## src/rtl/ata_pio_pkg.sv

```systemverilog
package ata_pio_pkg;
    localparam int N_SETS = 2;
    localparam int SET_W  = (N_SETS > 1) ? $clog2(N_SETS) : 1;

    localparam logic [2:0] CFG_RD_TIM = 3'd0;
    localparam logic [2:0] CFG_WR_TIM = 3'd1;
    localparam logic [2:0] CFG_CTRL   = 3'd3;
    localparam logic [2:0] CFG_MISC   = 3'd6;

    localparam logic [7:0] CTRL_SPLIT = 8'h85;
    localparam logic [7:0] TIM_SLOW   = 8'hFF;

    typedef enum logic [1:0] {
        PH_IDLE   = 2'd0,
        PH_SETUP  = 2'd1,
        PH_ACTIVE = 2'd2,
        PH_RECOV  = 2'd3
    } phase_e;

    // bits 7:4 pulse clocks minus one, bits 3:0 recovery clocks minus two
    typedef struct packed {
        logic [3:0] pulse_m1;
        logic [3:0] recov_m2;
    } tim_t;
endpackage

```

## src/rtl/ata_pio_regs.sv

```systemverilog
module ata_pio_regs
    import ata_pio_pkg::*;
(
    input  logic       clk,
    input  logic       rst_n,
    input  logic       cfg_we,
    input  logic [2:0] cfg_addr,
    input  logic [7:0] cfg_wdata,
    input  logic       sel_wr,
    input  logic       sel_drive,
    output tim_t       sel_tim,
    output logic [1:0] setup_m1,
    output logic       prefetch_en,
    output logic [1:0] drdy_code
);
    typedef struct packed {
        tim_t [N_SETS-1:0] rd;
        tim_t [N_SETS-1:0] wr;
        logic [1:0]        setup_m1;
        logic [1:0]        drdy;
        logic              pf;
        logic [SET_W-1:0]  bank;
        logic              split;
    } regs_t;

    regs_t s_d, s_q;
    logic [SET_W-1:0] set_idx;

    always_comb begin
        s_d = s_q;
        if (cfg_we) begin
            unique case (cfg_addr)
                CFG_RD_TIM: s_d.rd[s_q.bank] = tim_t'(cfg_wdata);
                CFG_WR_TIM: s_d.wr[s_q.bank] = tim_t'(cfg_wdata);
                CFG_CTRL:   s_d.split = (cfg_wdata == CTRL_SPLIT);
                CFG_MISC: begin
                    s_d.setup_m1 = cfg_wdata[5:4];
                    s_d.drdy     = cfg_wdata[2:1];
                    s_d.pf       = cfg_wdata[6];
                    s_d.bank     = cfg_wdata[SET_W-1:0];
                end
                default: ;
            endcase
        end
    end

    always_ff @(posedge clk or negedge rst_n) begin
        if (!rst_n) begin
            for (int i = 0; i < N_SETS; i++) begin
                s_q.rd[i] <= tim_t'(TIM_SLOW);
                s_q.wr[i] <= tim_t'(TIM_SLOW);
            end
            s_q.setup_m1 <= 2'd3;
            s_q.drdy     <= 2'd3;
            s_q.pf       <= 1'b0;
            s_q.bank     <= '0;
            s_q.split    <= 1'b0;
        end else begin
            s_q <= s_d;
        end
    end

    always_comb begin
        set_idx = s_q.split ? SET_W'(sel_drive) : '0;
        sel_tim = sel_wr ? s_q.wr[set_idx] : s_q.rd[set_idx];
    end

    assign setup_m1    = s_q.setup_m1;
    assign prefetch_en = s_q.pf;
    assign drdy_code   = s_q.drdy;
endmodule

```

## src/rtl/ata_pio_engine.sv

```systemverilog
module ata_pio_engine
    import ata_pio_pkg::*;
#(
    parameter int DATA_W = 16,
    parameter int ADDR_W = 3
) (
    input  logic              clk,
    input  logic              rst_n,
    input  logic              req,
    input  logic              req_wr,
    input  logic              req_drive,
    input  logic [ADDR_W-1:0] req_addr,
    input  logic [DATA_W-1:0] req_wdata,
    input  tim_t              tim_in,
    input  logic [1:0]        setup_m1,
    input  logic [DATA_W-1:0] dd_in,
    output logic              busy,
    output logic              done,
    output logic [DATA_W-1:0] rdata,
    output logic [ADDR_W-1:0] ata_addr,
    output logic              ata_dev_sel,
    output logic              rd_stb_n,
    output logic              wr_stb_n,
    output logic [DATA_W-1:0] dd_out,
    output logic              dd_oe
);
    localparam int CNT_W = $clog2(18);

    typedef struct packed {
        phase_e            ph;
        logic [CNT_W-1:0]  cnt;
        tim_t              tim;
        logic              wr;
        logic              drive;
        logic [ADDR_W-1:0] addr;
        logic [DATA_W-1:0] wdata;
        logic [DATA_W-1:0] rdata;
        logic              done;
    } eng_t;

    eng_t e_d, e_q;

    always_comb begin
        e_d      = e_q;
        e_d.done = 1'b0;
        unique case (e_q.ph)
            PH_IDLE: begin
                if (req) begin
                    e_d.ph    = PH_SETUP;
                    e_d.cnt   = CNT_W'(setup_m1);
                    e_d.tim   = tim_in;
                    e_d.wr    = req_wr;
                    e_d.drive = req_drive;
                    e_d.addr  = req_addr;
                    e_d.wdata = req_wdata;
                end
            end
            PH_SETUP: begin
                if (e_q.cnt == '0) begin
                    e_d.ph  = PH_ACTIVE;
                    e_d.cnt = CNT_W'(e_q.tim.pulse_m1);
                end else begin
                    e_d.cnt = e_q.cnt - CNT_W'(1);
                end
            end
            PH_ACTIVE: begin
                if (e_q.cnt == '0) begin
                    e_d.ph  = PH_RECOV;
                    e_d.cnt = CNT_W'(e_q.tim.recov_m2) + CNT_W'(1);
                    if (!e_q.wr) e_d.rdata = dd_in;
                end else begin
                    e_d.cnt = e_q.cnt - CNT_W'(1);
                end
            end
            PH_RECOV: begin
                if (e_q.cnt == '0) begin
                    e_d.ph   = PH_IDLE;
                    e_d.done = 1'b1;
                end else begin
                    e_d.cnt = e_q.cnt - CNT_W'(1);
                end
            end
            default: e_d.ph = PH_IDLE;
        endcase
    end

    always_ff @(posedge clk or negedge rst_n) begin
        if (!rst_n) begin
            e_q <= '0;
        end else begin
            e_q <= e_d;
        end
    end

    assign busy        = (e_q.ph != PH_IDLE);
    assign done        = e_q.done;
    assign rdata       = e_q.rdata;
    assign ata_addr    = e_q.addr;
    assign ata_dev_sel = e_q.drive;
    assign rd_stb_n    = !((e_q.ph == PH_ACTIVE) && !e_q.wr);
    assign wr_stb_n    = !((e_q.ph == PH_ACTIVE) && e_q.wr);
    assign dd_out      = e_q.wdata;
    assign dd_oe       = busy && e_q.wr;
endmodule

```

## src/rtl/ata_pio_seq.sv

```systemverilog
module ata_pio_seq
    import ata_pio_pkg::*;
#(
    parameter int DATA_W = 16,
    parameter int ADDR_W = 3
) (
    input  logic              clk,
    input  logic              rst_n,
    input  logic              cfg_we,
    input  logic [2:0]        cfg_addr,
    input  logic [7:0]        cfg_wdata,
    input  logic              req,
    input  logic              req_wr,
    input  logic              req_drive,
    input  logic [ADDR_W-1:0] req_addr,
    input  logic [DATA_W-1:0] req_wdata,
    output logic              busy,
    output logic              done,
    output logic [DATA_W-1:0] rdata,
    output logic [ADDR_W-1:0] ata_addr,
    output logic              ata_dev_sel,
    output logic              rd_stb_n,
    output logic              wr_stb_n,
    output logic [DATA_W-1:0] dd_out,
    output logic              dd_oe,
    input  logic [DATA_W-1:0] dd_in,
    output logic              prefetch_en,
    output logic [1:0]        drdy_code
);
    tim_t       sel_tim;
    logic [1:0] setup_m1;

    ata_pio_regs u_regs (
        .clk         (clk),
        .rst_n       (rst_n),
        .cfg_we      (cfg_we),
        .cfg_addr    (cfg_addr),
        .cfg_wdata   (cfg_wdata),
        .sel_wr      (req_wr),
        .sel_drive   (req_drive),
        .sel_tim     (sel_tim),
        .setup_m1    (setup_m1),
        .prefetch_en (prefetch_en),
        .drdy_code   (drdy_code)
    );

    ata_pio_engine #(
        .DATA_W (DATA_W),
        .ADDR_W (ADDR_W)
    ) u_eng (
        .clk         (clk),
        .rst_n       (rst_n),
        .req         (req),
        .req_wr      (req_wr),
        .req_drive   (req_drive),
        .req_addr    (req_addr),
        .req_wdata   (req_wdata),
        .tim_in      (sel_tim),
        .setup_m1    (setup_m1),
        .dd_in       (dd_in),
        .busy        (busy),
        .done        (done),
        .rdata       (rdata),
        .ata_addr    (ata_addr),
        .ata_dev_sel (ata_dev_sel),
        .rd_stb_n    (rd_stb_n),
        .wr_stb_n    (wr_stb_n),
        .dd_out      (dd_out),
        .dd_oe       (dd_oe)
    );
endmodule

```

## config.mk

```make
export PLATFORM = sky130hd
export DESIGN_NAME = ata_pio_seq
export DESIGN_NICKNAME = d
export VERILOG_FILES = /design/src/rtl/ata_pio_pkg.sv /design/src/rtl/ata_pio_regs.sv /design/src/rtl/ata_pio_engine.sv /design/src/rtl/ata_pio_seq.sv
export SDC_FILE = /design/constraint.sdc
export NUM_CORES = 1
export LEC_CHECK = 0
export ABC_AREA = 1
export BUFFER_PORTS_ARGS = -buffer_cell sky130_fd_sc_hd__buf_2
export CAP_MARGIN = 10
export CORE_MARGIN = 2
export CORE_UTILIZATION = 41
export CTS_CLUSTER_DIAMETER = 60
export CTS_CLUSTER_SIZE = 16
export DETAILED_ROUTE_END_ITERATION = 8
export HOLD_SLACK_MARGIN = 0.12
export REMOVE_ABC_BUFFERS = 1
export SLEW_MARGIN = 10
export SYNTH_ARGS = -nofsm -noshare
export SYNTH_HDL_FRONTEND = slang
export SYNTH_HIERARCHICAL = 1
export SYNTH_SLANG_ARGS = --single-unit
```

## constraint.sdc

```tcl
create_clock -name clk -period 2.02 [get_ports clk]
set_input_delay 0.202 -clock clk [delete_from_list [all_inputs] [get_ports clk]]
set_output_delay 0.202 -clock clk [all_outputs]
set_load 0.01 [all_outputs]
```

# Word-level counts from Yosys, hierarchy flattened
# Cells that the tools add are included.
# op_classes
mux,20
n_lt_le_gt_ge,3
reduce_logical,19
n_addsub,2
bitwise_logic,1
n_eq_ne,12
# op_table
cell,n
two-way mux 8 bit,6
two-way mux 36 bit,1
bitwise mux 16 bit,2
case mux 7 bit (4 select lines),1
two-way mux 5 bit,3
AND reduction 2 bit,6
demux 8 bit (select 1 bit),1
"equality test 8 bit, second input constant",1
two-way mux 2 bit,3
"inequality test 2 x 1 -> 1 bit, second input constant",3
"adder 4 x 1 -> 5 bit, second input constant",1
zero test 5 bit,1
"subtractor 5 x 1 -> 5 bit, second input constant",1
"equality test 2 bit, second input constant",2
logical AND 1 bit,4
"< comparator 1 x 2 -> 1 bit, second input constant",2
"inequality test 2 bit, second input constant",2
AND reduction 4 bit,1
"equality test 3 x 1 -> 1 bit, second input constant",1
"equality test 3 x 2 -> 1 bit, second input constant",1
"equality test 3 bit, second input constant",1
zero test 1 bit,3
zero test 3 bit,1
two-way mux 1 bit,3
6 further kinds,6
# totals
wordCells,80
output_inout_bits,44
register_bits,92
in_bits,52

# Logic depth before layout (Yosys ltp)
# logic_depth
word_depth,6
mapped_depth,9
ltp_nobuf,9

# Modules after synthesis
# Netlist, hierarchy kept.
# modules_own_cells
mod,cells_per_inst,instances,seq_area_each_um2,area_each_um2
ata_pio_engine,280,1,1326.3,2735.1
ata_pio_regs,257,1,1021.0,2058.2

# Worst setup path before layout
# Ideal clock, no wire load.
# synth_path
path_kind,reg-to-reg
from,register u_eng/e_q[51] (netlist name)
to,register u_eng.e_q (netlist bit u_eng/ata_addr[2])
period_less_slack_ps,1454
required_time_ps,1895
setup_ps,125
slack_ps,566
path_buffers,1
path_stages_with_launch,6
t_arrival_ps,1330
cell_sequence,dfrtp_1 -> inv_1 -> ha_1 -> nand2_1 -> buf_2 -> mux2_2
# synth_via
elab_chain_len,2
# synth_rtl
item,line_no,source
start: declaration,ata_pio_engine.sv:41,"eng_t e_d, e_q;"
start signal: assignment,ata_pio_engine.sv:89,e_q <= '0;
start signal: assignment,ata_pio_engine.sv:91,e_q <= e_d;
zero test 2 bit,ata_pio_engine.sv:46,unique case (e_q.ph)
AND reduction 2 bit (no source line),n/a,
# No other way between the ends.
# A chain may end at the register's enable or synchronous reset.

# Worst setup path after layout
# layout_path
from,register u_eng/e_q[51] (netlist name)
to,output port rd_stb_n
# layout_via
elab_chain_len,3
# layout_rtl
item,line_no,source
equality test 2 bit,ata_pio_engine.sv:100,assign rd_stb_n = !((e_q.ph == PH_ACTIVE) && !e_q.wr);
logical AND 1 bit,ata_pio_engine.sv:100,
zero test 1 bit,ata_pio_engine.sv:100,
end: declaration,ata_pio_seq.sv:22,"output logic rd_stb_n,"
# No other way between the ends.

==> impl_metrics.toml <==
[logic_synthesis]
synth-edff-count = 0
yosys-top-cells-count = "nand2_1 (176), dfrtp_1 (56), nand3_1 (50), buf_4 (43), dfstp_2 (36)"
synth_cells = 537
ys_async_sr_fraction = 1.00
synthFlopType = "dfrtp_1"
synth_area_leaders = "dfrtp_1 (29%), dfstp_2 (20%), nand2_1 (14%), buf_4 (6.7%), mux2_2 (5.4%)"
yosys.cell_types.count = 34
seq_area_frac_synth = 0.490
syn_area_per_cell_um2 = 8.93
ys_ff_latch = 92
synth_most_common_cell = "nand2_1"
yosysTopAreaCellShare = 0.292
yosysWarnings = 6
synthesis.area_um2 = 4790
synth_top_area_cell = "dfrtp_1"

[timing]
maxSlewViolCount = 0
max_slew_margin = 0.646
worstMarginPinSlew_ns = 0.529
layout_min_cycle_time_ns = 1.84
fmax_mhz = 544
fin_tns_setup_ns = 0
hold_viol_final = 0
setup_viol = 0
clock_skew_ns = 0.00730
rsz0062_at_grt = "no"
post-route-period-util = 0.910

[power]
swShare = 0.348
p_sw_mw = 2.73
power_frac_comb = 0.366
p_per_area_nw_per_um2 = 1340
clockPowerShare = 0.241
power_frac_seq = 0.393
design_power_total_mw = 7.83
vdd_drop_max_mv = 0.705
intPower_mw = 5.10
p_leak_nw = 2.95

[finish]
final_nets = 691
antenna_cells = 0
syn_to_final_growth_pct = 21.7
drive_above_1_share = 0.316
stdcell_count = 780

[detailed_routing]
drc = 0
vias = 3897
wirelength_mm = 10.9
avgRoutedWirePerCell_um = 13.9
drt-vias-per-instance = 5.00
dr.pass1.iters = 4
ant_nets = 0
drt_iter0_markers = 237

[clock_tree]
cts_buffer_depth = 2
cts_buffers = 9
htreeDepth = 3
clock-sinks = 92
clk_pin_slew_ns = 0.07
tritoncts = "built"
root_buffer = "clkbuf_16"
clock_latency_ns = 0.33

[setup_path]
cp.required_ns = 1.82
end_kind = "output pin"
crit_fanout = 10
crit_path_start_kind = "register"
arrival_ns = 1.64
timing.rr.start = "u_eng/e_q[51]$_DFFE_PN0P_"
path_class = "reg -> out"
cp-startpoint = "u_eng/e_q[51]$_DFFE_PN0P_"

[run]
drv_cap = 0

[placement]
dp_cells = 720
dp_hpwl_mm = 7.39
gp_congestion = 0.873
port_buffers = 95

[worst_hold_path]
hold_class = "in -> reg"
hold_start = "cfg_wdata[4]"

[status]
status = "completed"

[floorplan]
die_x_um = 112
start_util = 0.420
core_um2 = 11400
pin_count = 96
core.rowCount = 39
die_area_um2 = 12600
die_h_um = 112

[grt]
grt_pass1_wl_mm = 17.8
grt_pass1_vias = 3660
grt_usage = 0.175
grt-ovfl-total = 0
antenna_found_initial = 0
grt_max_degree = 93
[power groups by stage]
stage / registers (mW) / logic, mW / clock network [mW]
2_1_floorplan: 3.24 / 1.61 / 0
3_3_place_gp: 3.09 / 2.68 / 0
3_5_place_dp: 3.11 / 2.76 / 0
4_1_cts: 3.08 / 2.82 / 1.96
5_1_grt: 3.17 / 3.21 / 2.04
6_report: 3.08 / 2.86 / 1.89
[sequential cells by signal, indices dropped and copies added, names as in the netlist]
name / flops
u_regs/drdy_code: 2
u_eng/dd_out: 16
u_eng/done: 1
u_regs/s_q: 34
u_eng/ata_addr: 3
u_regs/setup_m1: 2
u_eng/ata_dev_sel: 1
u_eng/rdata: 16
u_regs/prefetch_en: 1
u_eng/e_q: 16
[layout make-up]
type	count	area, um^2
multi-input combinational	354	1880
sequential	92	2350
timing repair buffer	144	966
clock inverter	7	115
inverter	31	121
fill	1082	5580
clock buffer	9	225
tap	143	179
[layout by cell type, fill, tap and decap left out, drive strengths merged, types with 19 or more instances in the layout]
cell type and instances:
nor2 19, o21ai 28, nand3 55, dfrtp 56, inv 31, nand2 180
mux2 26, dfstp 36, nand4 19, dlygate4sd3 38, buf 106
[through the flow]
stage                     hold WS [ns]  worst slack (ns)  utilization  area, um^2
after detailed placement         0.293             0.364        0.444        5070
after global placement           0.282             0.466        0.444        5070
after floorplan                -0.0936             0.172            -        4350
after global routing             0.130            0.0433        0.511        5840
after CTS                        0.125            0.0287        0.507        5790
final                            0.139             0.183        0.511        5840
[timing repair]
| item | in CTS | in global routing |
|---|---|---|
| setup endpoints to repair | 0 | 1 |
| endpoints found under the hold margin | 94 | 0 |
| setup buffers | 0 | 6 |
| gates resized for setup | 0 | 1 |
| hold buffers | 38 | 0 |
[kinds of logic (layout without fill, tap and decap cells)]
| kind of cell | after synthesis | count (layout) | share of synthesized area |
|---|---|---|---|
| buffers and inverters | 91 | 191 | 0.118 |
| adders and majority gates | 7 | 7 | 0.0183 |
| and+or+nand+nor | 277 | 277 | 0.264 |
| xor gates and xnor gates | 1 | 1 | 0.00183 |
| muxes | 26 | 26 | 0.0611 |
| DFF | 92 | 92 | 0.490 |
| AOI/OAI and AO/OA | 43 | 43 | 0.0465 |
[worst max-delay path, cell delays in order, from the launching register on]
cell and delay [ns]:
dfrtp_1 0.41, inv_1 0.13, ha_2 0.25, inv_1 0.14, nor2_8 0.20, inv_1 0.05, buf_2 0.13
[routing by layer]
layer / track usage / up-vias / share of wire
li1: - / 1905 / -
met3: 0.0351 / 16 / 0.048
met1: 0.235 / 1864 / 0.45
met4: 0.0569 / 0 / 0.013
met2: 0.287 / 112 / 0.49
met5: 0 / - / 0
[final timing paths]
path,endpoint,slack [ns],depth (start not counted)
min in group asynchronous,u_eng/done$_DFF_PN0_,0.42,3
worst max-delay path,rd_stb_n,0.18,6
worst max register to register,u_eng/rdata[12]$_DFFE_PN0P_,0.37,8
worst min register to register,u_regs/s_q[38]$_DFFE_PN1P_,0.46,2
worst min-delay path,u_regs/s_q[11]$_DFFE_PN1P_,0.14,3
max in group asynchronous,u_regs/s_q[25]$_DFFE_PN1P_,1.15,3
Power figures use the tool's default switching activity.
